===== src/rtl/rtc_cfg_pkg.sv =====
`timescale 1ns/1ps
package rtc_cfg_pkg;
  localparam logic [3:0] A_SEC     = 4'h0;
  localparam logic [3:0] A_SEC_ALM = 4'h1;
  localparam logic [3:0] A_MIN     = 4'h2;
  localparam logic [3:0] A_MIN_ALM = 4'h3;
  localparam logic [3:0] A_HR      = 4'h4;
  localparam logic [3:0] A_HR_ALM  = 4'h5;
  localparam logic [3:0] A_CTLA    = 4'hA;
  localparam logic [3:0] A_CTLB    = 4'hB;
  localparam logic [3:0] A_FLAG    = 4'hC;
  localparam logic [3:0] A_FIXED   = 4'hD;

  localparam int unsigned CTLB_BIN  = 2;
  localparam int unsigned CTLB_HALT = 7;
  localparam int unsigned FLAG_ALM  = 5;
  localparam logic [7:0]  FIXED_VAL = 8'h80;

  function automatic logic [7:0] lim_ms(input logic bin);
    return bin ? 8'h3B : 8'h59;
  endfunction

  function automatic logic [7:0] lim_hr(input logic bin);
    return bin ? 8'h17 : 8'h23;
  endfunction

  // one count step with wrap at lim
  function automatic logic [7:0] step(input logic [7:0] v, input logic [7:0] lim,
                                     input logic bin);
    if (v == lim) return 8'h00;
    if (bin) return v + 8'd1;
    if (v[3:0] >= 4'd9) return {v[7:4] + 4'd1, 4'd0};
    return v + 8'd1;
  endfunction
endpackage


===== src/rtl/rtc_host_port.sv =====
`timescale 1ns/1ps
module rtc_host_port #(
  parameter int unsigned AW = 6
) (
  input  logic          clk_i,
  input  logic          rst_ni,
  input  logic          en_i,
  input  logic          we_i,
  input  logic          sel_i,
  input  logic [6:0]    wdata_i,
  output logic [6:0]    idx_o,
  output logic [AW-1:0] addr_o,
  output logic          dwr_o,
  output logic          drd_o
);
  logic [6:0] idx_q;

  always_ff @(posedge clk_i or negedge rst_ni) begin
    if (!rst_ni) idx_q <= '0;
    else if (en_i && we_i && !sel_i) idx_q <= wdata_i;
  end

  assign idx_o  = idx_q;
  assign addr_o = idx_q[AW-1:0];  // small array drops upper bit -> alias
  assign dwr_o  = en_i & we_i & sel_i;
  assign drd_o  = en_i & ~we_i & sel_i;

  AST_IDX_LOAD: assert property (@(posedge clk_i) disable iff (!rst_ni)
    en_i && we_i && !sel_i |=> idx_o == $past(wdata_i)) else $error("idx load");
  AST_IDX_HOLD: assert property (@(posedge clk_i) disable iff (!rst_ni)
    en_i && sel_i |=> $stable(idx_o)) else $error("idx hold");
endmodule


===== src/rtl/rtc_time_unit.sv =====
`timescale 1ns/1ps
module rtc_time_unit
  import rtc_cfg_pkg::*;
(
  input  logic       clk_i,
  input  logic       rst_ni,
  input  logic       tick_i,
  input  logic       wr_i,
  input  logic [3:0] addr_i,
  input  logic [7:0] wdata_i,
  input  logic       clr_i,
  output logic [7:0] rdata_o
);
  logic [6:0] sec_q;
  logic [7:0] min_q, hr_q, sec_alm_q, min_alm_q, hr_alm_q, ctla_q, ctlb_q;
  logic       alm_q;
  logic       bin, run, sec_wrap, min_wrap, match;
  logic [7:0] sec_n, min_n, hr_n;

  assign bin      = ctlb_q[CTLB_BIN];
  assign run      = tick_i & ~ctlb_q[CTLB_HALT];
  assign sec_wrap = ({1'b0, sec_q} == lim_ms(bin));
  assign min_wrap = sec_wrap && (min_q == lim_ms(bin));
  assign sec_n    = step({1'b0, sec_q}, lim_ms(bin), bin);
  assign min_n    = sec_wrap ? step(min_q, lim_ms(bin), bin) : min_q;
  assign hr_n     = min_wrap ? step(hr_q, lim_hr(bin), bin) : hr_q;
  assign match    = (sec_n == sec_alm_q) && (min_n == min_alm_q) && (hr_n == hr_alm_q);

  // time and alarm bytes survive reset; host write wins over tick
  always_ff @(posedge clk_i) begin
    if (run) begin
      sec_q <= sec_n[6:0];
      min_q <= min_n;
      hr_q  <= hr_n;
    end
    if (wr_i) begin
      case (addr_i)
        A_SEC:     sec_q     <= wdata_i[6:0];
        A_SEC_ALM: sec_alm_q <= wdata_i;
        A_MIN:     min_q     <= wdata_i;
        A_MIN_ALM: min_alm_q <= wdata_i;
        A_HR:      hr_q      <= wdata_i;
        A_HR_ALM:  hr_alm_q  <= wdata_i;
        A_CTLA:    ctla_q    <= wdata_i;
        default: ;
      endcase
    end
  end

  always_ff @(posedge clk_i or negedge rst_ni) begin
    if (!rst_ni) begin
      ctlb_q <= '0;
      alm_q  <= 1'b0;
    end else begin
      if (wr_i && addr_i == A_CTLB) ctlb_q <= wdata_i;
      if (run && match) alm_q <= 1'b1;  // new hit beats clear
      else if (clr_i)   alm_q <= 1'b0;
    end
  end

  always_comb begin
    case (addr_i)
      A_SEC:     rdata_o = {1'b0, sec_q};
      A_SEC_ALM: rdata_o = sec_alm_q;
      A_MIN:     rdata_o = min_q;
      A_MIN_ALM: rdata_o = min_alm_q;
      A_HR:      rdata_o = hr_q;
      A_HR_ALM:  rdata_o = hr_alm_q;
      A_CTLA:    rdata_o = ctla_q;
      A_CTLB:    rdata_o = ctlb_q;
      A_FLAG:    rdata_o = 8'(alm_q) << FLAG_ALM;
      A_FIXED:   rdata_o = FIXED_VAL;
      default:   rdata_o = 8'h00;
    endcase
  end

  AST_SEC_WRAP: assert property (@(posedge clk_i) disable iff (!rst_ni)
    run && !wr_i && ({1'b0, sec_q} == (ctlb_q[CTLB_BIN] ? 8'h3B : 8'h59)) |=> sec_q == 7'd0)
    else $error("sec wrap");
  AST_HALT_FREEZE: assert property (@(posedge clk_i) disable iff (!rst_ni)
    ctlb_q[CTLB_HALT] && !wr_i |=> $stable(sec_q) && $stable(min_q) && $stable(hr_q))
    else $error("halt");
  AST_ALM_STICKY: assert property (@(posedge clk_i) disable iff (!rst_ni)
    alm_q && !clr_i |=> alm_q) else $error("alm sticky");
  AST_ALM_CLEAR: assert property (@(posedge clk_i) disable iff (!rst_ni)
    clr_i && !tick_i |=> !alm_q) else $error("alm clear");
endmodule


===== src/rtl/rtc_cfg_store.sv =====
`timescale 1ns/1ps
module rtc_cfg_store #(
  parameter int unsigned RAM_BYTES = 64,
  localparam int unsigned AW = $clog2(RAM_BYTES)
) (
  input  logic          clk_i,
  input  logic          we_i,
  input  logic [AW-1:0] addr_i,
  input  logic [7:0]    wdata_i,
  output logic [7:0]    rdata_o
);
  logic [7:0] mem_q [RAM_BYTES];

  always_ff @(posedge clk_i) begin
    if (we_i) mem_q[addr_i] <= wdata_i;
  end

  assign rdata_o = mem_q[addr_i];
endmodule


===== src/rtl/rtc_cfg_ram.sv =====
`timescale 1ns/1ps
module rtc_cfg_ram #(
  parameter int unsigned RAM_BYTES = 64
) (
  input  logic       clk_i,
  input  logic       rst_ni,
  input  logic       tick_i,
  input  logic       bus_en_i,
  input  logic       bus_we_i,
  input  logic       bus_sel_i,
  input  logic [7:0] bus_wdata_i,
  output logic [7:0] bus_rdata_o
);
  localparam int unsigned AW = $clog2(RAM_BYTES);

  logic [6:0]    idx;
  logic [AW-1:0] addr;
  logic          dwr, drd, in_clk;
  logic [7:0]    t_rd, s_rd;

  rtc_host_port #(.AW(AW)) u_port (
    .clk_i, .rst_ni,
    .en_i(bus_en_i), .we_i(bus_we_i), .sel_i(bus_sel_i),
    .wdata_i(bus_wdata_i[6:0]),
    .idx_o(idx), .addr_o(addr), .dwr_o(dwr), .drd_o(drd)
  );

  // 00h-05h and 0Ah-0Dh belong to the clock
  assign in_clk = (addr < AW'(6)) || ((addr >= AW'(10)) && (addr < AW'(14)));

  rtc_time_unit u_time (
    .clk_i, .rst_ni, .tick_i,
    .wr_i(dwr && in_clk), .addr_i(addr[3:0]), .wdata_i(bus_wdata_i),
    .clr_i(drd && addr == AW'(12)), .rdata_o(t_rd)
  );

  rtc_cfg_store #(.RAM_BYTES(RAM_BYTES)) u_store (
    .clk_i, .we_i(dwr && !in_clk), .addr_i(addr),
    .wdata_i(bus_wdata_i), .rdata_o(s_rd)
  );

  assign bus_rdata_o = !bus_sel_i ? {1'b0, idx} : (in_clk ? t_rd : s_rd);
endmodule


===== config.mk =====
export PLATFORM = sky130hd
export DESIGN_NAME = rtc_cfg_ram
export DESIGN_NICKNAME = d
export VERILOG_FILES = /design/src/rtl/rtc_cfg_pkg.sv /design/src/rtl/rtc_host_port.sv /design/src/rtl/rtc_time_unit.sv /design/src/rtl/rtc_cfg_store.sv /design/src/rtl/rtc_cfg_ram.sv
export SDC_FILE = /design/constraint.sdc
export NUM_CORES = 1
export LEC_CHECK = 0
export BUFFER_PORTS_ARGS = -buffer_cell sky130_fd_sc_hd__buf_2
export CAP_MARGIN = 15
export CORE_ASPECT_RATIO = 0.5
export CORE_MARGIN = 5
export CORE_UTILIZATION = 27
export CTS_CLUSTER_SIZE = 16
export DETAILED_ROUTE_END_ITERATION = 16
export PLACE_DENSITY = 0.41
export SYNTH_ARGS = -nofsm -noshare
export SYNTH_HDL_FRONTEND = slang
export SYNTH_HIERARCHICAL = 1
export SYNTH_SLANG_ARGS = --single-unit

===== constraint.sdc =====
create_clock -name clk_i -period 7.6 [get_ports clk_i]
set_clock_uncertainty 0.15 [all_clocks]
set_input_delay 0.76 -clock clk_i [delete_from_list [all_inputs] [get_ports clk_i]]
set_output_delay 0.76 -clock clk_i [all_outputs]
set_load 0.05 [all_outputs]

==> Word level (Yosys, flattened, before mapping) <==
Memory sizes are Yosys's and may differ from the RTL's.
Index checks and enable logic that the tools add are counted.
{ "totals": {"out_inout_bits": 8, "regBits": 71, "n_memories": 1, "elab_cells": 120, "in_bits": 14, "ramBits": 512} }
{ "classes": {"magnitude_cmp": 6, "n_bitwise": 7, "n_reduce_logical": 20, "eq_ne": 16, "addsub": 6, "muxes": 54} }
{ "memory_table": {"columns": ["name", "words", "width", "read_ports", "rd_clocked_by_memory_dff", "write_ports", "line_no", "source"], "rows": [
  ["u_store.mem_q", 64, 8, 1, 0, 1, "rtc_cfg_store.sv:12", "logic [7:0] mem_q [RAM_BYTES];"]
]} }
{ "ops": {"columns": ["op", "count"], "rows": [
  ["8-bit 2-to-1 mux", 28],
  ["8-bit one-hot mux with 10 select lines", 1],
  ["8-bit equality test", 4],
  ["7-bit 2-to-1 mux", 4],
  ["1-bit 2-to-1 mux", 20],
  ["8-bit by 1-bit adder with 8-bit output (second input constant)", 2],
  ["4-bit equality test (second input constant)", 4],
  ["4-bit >= comparator (second input constant)", 3],
  ["1-bit logical AND", 11],
  ["4-bit by 1-bit adder with 4-bit output (second input constant)", 2],
  ["7-bit by 1-bit adder with 8-bit output (second input constant)", 1],
  ["4-bit by 2-bit equality test with 1-bit output (second input constant)", 2],
  ["4-bit by 3-bit equality test with 1-bit output (second input constant)", 2],
  ["7-bit by 8-bit equality test with 1-bit output", 1],
  ["8-bit by 7-bit equality test with 1-bit output", 1],
  ["2-bit AND reduction", 4],
  ["6-bit by 4-bit equality test with 1-bit output (second input constant)", 1],
  ["6-bit by 4-bit >= comparator with 1-bit output (second input constant)", 1],
  ["6-bit by 3-bit less-than comparator with 1-bit output (second input constant)", 1],
  ["6-bit by 4-bit less-than comparator with 1-bit output (second input constant)", 1],
  ["6-bit 2-to-1 mux", 1],
  ["1-bit bitwise AND", 5],
  ["3-bit by 1-bit adder with 4-bit output (second input constant)", 1],
  ["4-bit by 1-bit equality test with 1-bit output (second input constant)", 1],
  ["other kinds (5)", 7]
]} }

==> Longest topological paths before layout <==
Gate-level depths: netlist of run 1.
{ "depth": {"word_depth": 15, "ltp_mapped": 12, "ltp_nobuf": 10} }

==> Modules after synthesis <==
Netlist of run 1, hierarchy kept.
{ "modules_own_cells": {"columns": ["module", "cells_each", "seq_area_each_um2", "area_each_um2", "n_inst"], "rows": [
  ["rtc_cfg_store", 1163, 15374.7, 20289.5, 1],
  ["rtc_time_unit", 474, 1646.6, 4299.1, 1],
  ["rtc_host_port", 24, 175.2, 334.1, 1],
  ["rtc_cfg_ram", 41, 0.0, 250.2, 1]
]} }

==> Least setup slack after synthesis of run 1 <==
No wires, ideal clock.
{ "synth_path": {"path_kind": "flip-flop to output port", "startpoint": "register u_port.idx_q[1] (netlist: u_port/idx_o[1])", "endpoint": "output bus_rdata_o[7]", "path_buffers": 3, "stages_incl_launch_ff": 11, "slack_ps": 3633, "required_time_ps": 6690, "t_arrival_ps": 3057, "path_cell_list": "dfrtp_1 -> buf_6 -> buf_6 -> nor2b_1 -> clkbuf_1 -> a22oi_1 -> o22a_1 -> o221ai_1 -> or4b_1 -> o21ai_0 -> a21boi_0"} }
{ "synth_between": {"word_cells_on_any_way": 19, "cone_classes": "3 x order compare; 9 x eq/ne; 3 x mux; 3 x reduce/logical; 1 x memory"} }
{ "synth_lines": {"columns": ["element", "line_no", "source"], "rows": [
  ["start: declaration", "rtc_host_port.sv:16", "logic [6:0] idx_q;"],
  ["start signal: assignment", "rtc_host_port.sv:20", "else if (en_i && we_i && !sel_i) idx_q <= wdata_i;"],
  ["memory read 64 x 8 bit", null, null],
  ["net s_rd[7]", "rtc_cfg_ram.sv:19", "logic [7:0] t_rd, s_rd;"],
  ["8-bit 2-to-1 mux (2 in series)", "rtc_cfg_ram.sv:42", "assign bus_rdata_o = !bus_sel_i ? {1'b0, idx} : (in_clk ? t_rd : s_rd);"],
  ["end: declaration", "rtc_cfg_ram.sv:12", "output logic [7:0] bus_rdata_o"]
]} }
The timed path passes the listed nets, and every way through them passes these cells.

==> Worst setup path in the final report of run 1 <==
Same ends and word-level chain as after synthesis.

==> out/metrics.yaml, run 1 <==
outcome:
  run_status: "finished clean"
clocking:
  numClockSinks: 583
  cts_resized: 0
  cts_buffers: 57
  clock-root-buffer: "sky130_fd_sc_hd__clkbuf_16"
  cts.htree.levels: 2
  ctsLongestPathBuffers: 3
  clock_latency_ns: 0.63
  clock_transition_time_at_the_flip_flop_clock_pins_of_the_worst_setup_and_hold_paths_ns: 0.06
  postCtsSetupRepairBufs: 0
  tritoncts: "built"
  number_of_buffers_inserted_for_hold_repair_after_clock_tree_synthesis: 1
critical_path:
  critPathKind: "flip-flop to output pin"
  worstPathCellList: "buf_4 -> mux2_1 -> mux4_2 -> o21ai_1 -> o2111ai_1 -> or4b_1 -> o21ai_0 -> a21boi_0 -> buf_2"
  reg2reg_slack_ns: 2.97
  cp_slowest_stage_delay_ns: 0.78
  startpoint_type_of_the_worst_setup_path: "flip-flop"
  timing.critical_path.slowest_stage_cell: "sky130_fd_sc_hd__buf_4"
  cp_max_fo: 62
  worst_path_required_time_ns: 6.69
  critPathCaptureType: "output pin"
  cp.arrival_ns: 4.64
  timing.critical_path.max_delay_family: "buffers and inverters"
  timing.critical_path.buf_inv: 2
synthesis:
  netlist_top_cells_area: "sky130_fd_sc_hd__edfxtp_1 65%, sky130_fd_sc_hd__mux4_2 3.8%, sky130_fd_sc_hd__mux2i_1 2.9%, sky130_fd_sc_hd__nor2_1 2.1%, sky130_fd_sc_hd__dfxtp_1 1.8%"
  synth_area_mm2: 0.0252
  synth_flop_cell: "sky130_fd_sc_hd__edfxtp_1"
  post_synth_inst_count: 1702
  postSynthNetCount: 1728
  synth.avg_cell_area_um2: 14.8
  postSynth.asyncResetShare: 0.0274
  synth_sequential_area_ratio: 0.683
  synth.ff_latch_count: 583
  synth.largest_area_cell: "sky130_fd_sc_hd__edfxtp_1"
  synth_edf_count: 544
  synth_largest_type_area_fraction: 0.649
  synth_warnings: 6
  ys_types: 87
sta:
  final-max-slew-violation-count: 0
  max_clock_freq_ghz: 0.180
  final_period_minus_worst_setup_slack_ns: 5.55
  rsz0062_at_grt: "no"
  timing.setup.tns_ns: 0
  finalHoldViolations: 0
  max_slew_margin: 0.239
  worst-slew-pin-transition_ns: 1.14
  fin_crit_sh: 0.730
  setup-violations-final: 0
global_route:
  global_route.overflow_total: 0
  first_global_vias: 15000
  number_of_antenna_violations_at_the_first_check_in_global_routing: 1
  largest_net_degree_at_the_start_of_global_routing: 74
  grt_usage: 0.159
  grt_first_pass_wirelength_mm: 116
placed_design:
  placed_cell_area_mm2: 0.0266
  gp_routability_congestion: 0.841
  portbufs: 21
  placed_instance_count: 2896
  hpwlAfterDp_mm: 51.6
detailed_routing:
  vias_per_cell: 5.15
  dr.pass1.iters: 6
  drc: 0
  detailroute.via_count: 15500
  route.antenna.remaining_nets: 0
  drt_wl_total_mm: 81.3
  route.detailed.wl_per_inst_um: 27.0
  starting_drc_count_in_detailed_routing: 1598
power_and_ir_drop:
  power.switching_fraction: 0.299
  p_int_mw: 5.66
  power-per-cell-area_mw_per_mm2: 284
  clock_power_share: 0.349
  vdd_ir_drop_max_v: 0.000166
  combinationalPowerShare: 0.192
  seq_power_share: 0.459
  switchingPower_mw: 2.42
  total_leakage_power_nw: 8.98
cells_and_area:
  final_layout_size_suffix_gt1_frac: 0.142
  layout.cells.non_filler: 3007
  multi_input_gate_area_in_the_final_layout_mm2: 0.00741
  post-route-cell-area_mm2: 0.0284
  nets: 1728
  n_fill_cell: 9310
  register_area_mm2: 0.0172
  areaGrowthSynthToFinish_pct: 12.9
floorplan:
  die_width_um: 442
  die-height_um: 226
  io_pins: 22
  design.core.area_mm2: 0.0927
  initial_utilization: 0.272
  dieArea_mm2: 0.0998
  std_cell_rows: 79
worst_hold_path:
  hold_class: "primary input to flip-flop"
flow_run:
  drv.max_cap_violation_count: 0
-- cells in the final DEF, fill, tap and decap left out, types with 14 or more instances in the layout --
master | synthesis | final
sky130_fd_sc_hd__a21oi_1 | 68 | 68
sky130_fd_sc_hd__a221oi_1 | 21 | 21
sky130_fd_sc_hd__a22o_1 | 17 | 17
sky130_fd_sc_hd__a22oi_1 | 46 | 46
sky130_fd_sc_hd__a31oi_1 | 34 | 34
sky130_fd_sc_hd__and2_1 | 14 | 14
sky130_fd_sc_hd__and3_1 | 20 | 20
sky130_fd_sc_hd__buf_2 | 32 | 21
sky130_fd_sc_hd__buf_4 | 10 | 32
sky130_fd_sc_hd__clkbuf_16 | 0 | 57
sky130_fd_sc_hd__dfxtp_1 | 23 | 23
sky130_fd_sc_hd__edfxtp_1 | 544 | 544
sky130_fd_sc_hd__mux2_2 | 28 | 28
sky130_fd_sc_hd__mux2i_1 | 74 | 74
sky130_fd_sc_hd__mux4_2 | 42 | 42
sky130_fd_sc_hd__nand2_1 | 83 | 83
sky130_fd_sc_hd__nand2b_1 | 31 | 31
sky130_fd_sc_hd__nand3_1 | 33 | 33
sky130_fd_sc_hd__nand3b_1 | 14 | 14
sky130_fd_sc_hd__nor2_1 | 139 | 137
sky130_fd_sc_hd__nor3_1 | 16 | 16
sky130_fd_sc_hd__o21ai_0 | 36 | 36
sky130_fd_sc_hd__o22ai_1 | 26 | 26
sky130_fd_sc_hd__xnor2_1 | 15 | 15
-- through the flow --
step                      utilization  worst slack (ns)  hold WS (ns)  power [mW]
final                           0.307              2.05         0.274        8.08
after global placement          0.287              2.70         0.340        5.33
after detailed placement        0.287              2.74         0.346        5.33
after global routing            0.306              1.82         0.256        8.42
after floorplan                     -              3.63         0.314        4.75
after CTS                       0.306              2.02         0.242        8.17
-- area by class of cell --
type                       count  area share
sequential                   583       0.605
multi-input combinational    995       0.261
tap                         1255      0.0553
clock buffer                  69      0.0518
timing repair buffer          55      0.0129
clock inverter                39      0.0124
inverter                      10     0.00132
antenna                        1   0.0000881
-- worst paths after layout --
kind	startpoint	to	cells after the start
hold reg to reg	u_time/ctlb_q[4]$_DFFE_PN0P_	u_time/ctlb_q[4]$_DFFE_PN0P_	1
setup / recovery	u_port/idx_o[1]$_DFFE_PN0P_	bus_rdata_o[7]	9
min in group asynchronous	rst_ni	u_time/alm_q$_DFFE_PN0P_	2
max in group asynchronous	rst_ni	u_port/idx_o[2]$_DFFE_PN0P_	2
setup reg to reg	u_port/idx_o[1]$_DFFE_PN0P_	u_store/mem_q[28][0]$_DFFE_PP_	5
hold / removal	bus_wdata_i[7]	u_store/mem_q[50][7]$_DFFE_PP_	1
-- cell families after synthesis --
logic type,after synthesis,synth area share
AO/OA/AOI/OAI,367,0.105
XOR/XNOR,24,0.00835
adder cells (fa/ha/maj),12,0.00596
buffers and inverters,124,0.0231
flip-flops,583,0.683
multiplexers,151,0.0827
AND/OR/NAND/NOR,441,0.0918
-- synthesized netlist by cell type, types with 6 or more instances --
library cell	count
sky130_fd_sc_hd__and4_1	7
sky130_fd_sc_hd__nor3b_1	6
sky130_fd_sc_hd__and2_1	14
sky130_fd_sc_hd__mux4_2	42
sky130_fd_sc_hd__a221o_1	13
sky130_fd_sc_hd__a31oi_1	34
sky130_fd_sc_hd__a222oi_1	8
sky130_fd_sc_hd__nor4_1	6
sky130_fd_sc_hd__buf_2	32
sky130_fd_sc_hd__nand3b_1	14
sky130_fd_sc_hd__nor3_1	16
sky130_fd_sc_hd__nand4b_1	7
sky130_fd_sc_hd__nand4_1	9
sky130_fd_sc_hd__mux2_2	28
sky130_fd_sc_hd__mux2_1	7
sky130_fd_sc_hd__a22oi_1	46
sky130_fd_sc_hd__a211oi_1	7
sky130_fd_sc_hd__a221oi_1	21
sky130_fd_sc_hd__o2bb2ai_1	8
sky130_fd_sc_hd__xor2_1	9
sky130_fd_sc_hd__or3b_2	7
sky130_fd_sc_hd__dfrtp_1	16
sky130_fd_sc_hd__nor2_1	139
sky130_fd_sc_hd__nand3_1	33
sky130_fd_sc_hd__nor2b_1	15
sky130_fd_sc_hd__ha_1	12
sky130_fd_sc_hd__edfxtp_1	544
sky130_fd_sc_hd__buf_4	10
sky130_fd_sc_hd__o221ai_1	9
sky130_fd_sc_hd__and3_1	20
sky130_fd_sc_hd__mux2i_1	74
sky130_fd_sc_hd__dfxtp_1	23
sky130_fd_sc_hd__nand2_1	83
sky130_fd_sc_hd__inv_1	10
sky130_fd_sc_hd__a22o_1	17
sky130_fd_sc_hd__a21o_1	6
sky130_fd_sc_hd__nand2b_1	31
sky130_fd_sc_hd__a21oi_1	68
sky130_fd_sc_hd__o22a_1	11
sky130_fd_sc_hd__clkbuf_1	59
sky130_fd_sc_hd__xnor2_1	15
sky130_fd_sc_hd__o21ai_0	36
sky130_fd_sc_hd__a32oi_1	9
sky130_fd_sc_hd__o22ai_1	26
sky130_fd_sc_hd__buf_1	8
-- per-layer routing --
layer  vias to the layer above  routed length, um  track usage
met2                       467              37200        0.255
met1                      8159              37700        0.226
met3                        86               4790       0.0273
li1                       6778                  -            -
met4                         0               1610       0.0361
met5                         -                  0            0
-- sequential cells by signal, indices dropped and copies added (netlist names) --
| register | cells |
|---|---|
| u_time/hr_alm_q | 8 |
| u_time/min_q | 8 |
| u_time/hr_q | 8 |
| u_time/ctlb_q | 8 |
| u_time/sec_alm_q | 8 |
| u_time/sec_q | 7 |
| u_port/idx_o | 7 |
| u_time/ctla_q | 8 |
| u_time/alm_q | 1 |
| u_time/min_alm_q | 8 |
| u_store/mem_q | 512 |
-- worst reg2reg max path: cells and delay by family (launching register included) --
kind                   cells  cell delay, ns
flip-flops                 1            0.63
AND/OR/NAND/NOR            3            2.62
AO/OA/AOI/OAI              1            0.46
buffers and inverters      1            0.39
-- power by group through the flow --
stage                     combinational [mW]  clock, mW  sequential [mW]
final                                   1.55       2.82             3.71
after global routing                    1.65       3.04             3.73
after CTS                               1.55       2.91             3.71
after detailed placement                1.55          0             3.78
after global placement                  1.55          0             3.78
after floorplan                         1.06          0             3.69
(Power assumes the default switching activity.)
==> inputs of run 2 (changes only) <==
--- a/config.mk
+++ b/config.mk
@@ -12,7 +12,7 @@
 export CORE_UTILIZATION = 27
 export CTS_CLUSTER_SIZE = 16
 export DETAILED_ROUTE_END_ITERATION = 16
-export PLACE_DENSITY = 0.41
+export PLACE_DENSITY = 0.42
 export SYNTH_ARGS = -nofsm -noshare
 export SYNTH_HDL_FRONTEND = slang
 export SYNTH_HIERARCHICAL = 1
==> constraint.sdc (replaced) <==
create_clock -name clk_i -period 5 [get_ports clk_i]
set_clock_uncertainty 0.15 [all_clocks]
set_input_delay 0.5 -clock clk_i [delete_from_list [all_inputs] [get_ports clk_i]]
set_output_delay 0.5 -clock clk_i [all_outputs]
set_load 0.05 [all_outputs]
==> out/metrics.yaml, run 2 (same netlist as run 1, synthesis figures left out) <==
global_route:
  global_route.overflow_total: 0
  first_global_vias: 15600
  number_of_antenna_violations_at_the_first_check_in_global_routing: 4
  grt_first_pass_wirelength_mm: 118
  largest_net_degree_at_the_start_of_global_routing: 74
  grt_usage: 0.162
critical_path:
  reg2reg_slack_ns: 0.80
  r2r.worst_path.cells: 7
  cp_max_fo: 33
  regToRegEndpoint: "u_store/mem_q[11][6]$_DFFE_PP_"
  timing.critical_path.buf_inv: 3
  critPathCaptureType: "output pin"
  r2r-start: "u_port/idx_o[1]$_DFFE_PN0P_"
  cp_slowest_stage_delay_ns: 0.69
  critPathKind: "flip-flop to output pin"
  cp.arrival_ns: 4.22
  worstPathCellList: "buf_12 -> mux4_2 -> mux2i_1 -> o22a_1 -> o311ai_1 -> buf_4 -> or4_1 -> o21ai_0 -> a31oi_1 -> buf_2"
  startpoint_type_of_the_worst_setup_path: "flip-flop"
  timing.critical_path.slowest_stage_cell: "sky130_fd_sc_hd__dfrtp_4"
  timing.critical_path.max_delay_family: "multiplexers"
  worst_path_required_time_ns: 4.35
sta:
  worst_path_setup_slack_after_routing_ns: 0.132
  rsz0062_at_grt: "no"
  max_slew_margin: 0.250
  max_clock_freq_ghz: 0.205
  finalHoldViolations: 0
  fin_crit_sh: 0.974
  final-max-slew-violation-count: 0
  worst-slew-pin-transition_ns: 1.12
  timing.setup.tns_ns: 0
  final_period_minus_worst_setup_slack_ns: 4.87
  setup-violations-final: 0
floorplan:
  std_cell_rows: 79
  design.core.area_mm2: 0.0927
  die-height_um: 226
  die_width_um: 442
  dieArea_mm2: 0.0998
  initial_utilization: 0.272
  io_pins: 22
placed_design:
  worst_case_setup_slack_after_placement_ns: 0.645
  hpwlAfterDp_mm: 53.8
  gp_routability_congestion: 0.818
  portbufs: 21
cells_and_area:
  largest_register_ff_count: 512
  multi_input_gate_area_in_the_final_layout_mm2: 0.00740
  layout_commonest_cell: "sky130_fd_sc_hd__edfxtp_1"
  largest_register: "u_store/mem_q"
  layout_common_cells: "544 x sky130_fd_sc_hd__edfxtp_1, 137 x sky130_fd_sc_hd__nor2_1, 112 x sky130_fd_sc_hd__buf_4"
  areaGrowthSynthToFinish_pct: 15.8
  register_area_mm2: 0.0172
  nets: 1811
  final_layout_size_suffix_gt1_frac: 0.179
  n_fill_cell: 9201
  antenna_cells_inserted: 0
clocking:
  ctsLongestPathBuffers: 3
  tritoncts: "built"
  cts.htree.levels: 2
  cts_buffers: 58
  clock_latency_ns: 0.63
  clock_transition_time_at_the_flip_flop_clock_pins_of_the_worst_setup_and_hold_paths_ns: 0.07
  numClockSinks: 583
  clock-root-buffer: "sky130_fd_sc_hd__clkbuf_16"
detailed_routing:
  drc: 0
  route.detailed.wl_per_inst_um: 26.9
  detailroute.via_count: 15900
  vias_per_cell: 5.14
  route.antenna.remaining_nets: 0
  drt_wl_total_mm: 82.9
  dr.pass1.iters: 7
  starting_drc_count_in_detailed_routing: 1456
outcome:
  run_status: "finished clean"
worst_hold_path:
  hold_class: "primary input to asynchronous set/reset pin"
power_and_ir_drop:
  total_leakage_power_nw: 9.44
  power-per-cell-area_mw_per_mm2: 429
  vdd_ir_drop_max_v: 0.000271
flow_run:
  drv.max_cap_violation_count: 0
-- run 2: cell types whose count changed in the layout (fill, tap and decap cells not counted), sizes merged --
cell / change
buf: +82
clkinv: -5
clkbuf: +2
clkinvlp: +1
diode: -1
inv: -1
-- run 2: area by class of cell --
class,count,share of cell area
Sequential cell,583,0.590
Multi-Input combinational cell,995,0.254
Tap cell,1255,0.0539
Clock buffer,71,0.0529
Timing Repair Buffer,137,0.0367
Clock inverter,34,0.0110
Inverter,10,0.00129
-- run 2: what timing repair did --
action,in CTS,in global routing
endpoints found under the hold margin,16,0
cloned,0,0
endpoints found under the setup margin,1,1
hold buffers,1,0
gates resized for setup,1,0
pin swaps,0,0
setup buffers,0,1
-- run 2: worst max path at each step --
stage | startpoint | to | slack (ns) | depth (start not counted)
after detailed placement | u_port/idx_o[1]$_DFFE_PN0P_ | bus_rdata_o[1] | 0.65 | 9
after CTS | u_port/idx_o[0]$_DFFE_PN0P_ | bus_rdata_o[5] | 0.10 | 9
after global routing | u_port/idx_o[1]$_DFFE_PN0P_ | bus_rdata_o[1] | 0.05 | 10
after global placement | u_port/idx_o[0]$_DFFE_PN0P_ | bus_rdata_o[1] | 0.67 | 10
after floorplan | u_port/idx_o[1]$_DFFE_PN0P_ | bus_rdata_o[7] | 1.29 | 10
final | u_port/idx_o[1]$_DFFE_PN0P_ | bus_rdata_o[1] | 0.13 | 10
-- run 2: layer usage --
metal  part of all wire  vias to the layer above  global-route usage
met3              0.062                      123              0.0335
met2               0.44                      520               0.245
met5            0.00014                        -                   0
met1               0.48                     8290               0.236
li1                   -                     6937                   -
met4              0.025                        2              0.0435
-- run 2: power breakdown --
group | internal (mW) | leakage [nW] | switching (mW) | total, mW
Clock | 2.45 | 0.895 | 1.94 | 4.38
Sequential | 5.42 | 5.28 | 0.230 | 5.65
Combinational | 0.893 | 3.27 | 1.57 | 2.47
-- run 2: stage by stage --
step	power, mW	hold slack [ns]	utilization	cell area, um2	cells
3_3_place_gp	8.22	0.333	0.294	27200	2978
2_1_floorplan	7.22	0.0544	-	25200	1702
5_1_grt	13.0	0.174	0.314	29200	3085
6_report	12.5	0.210	0.314	29200	3085
4_1_cts	12.6	0.153	0.314	29100	3084
3_5_place_dp	8.20	0.341	0.294	27200	2978
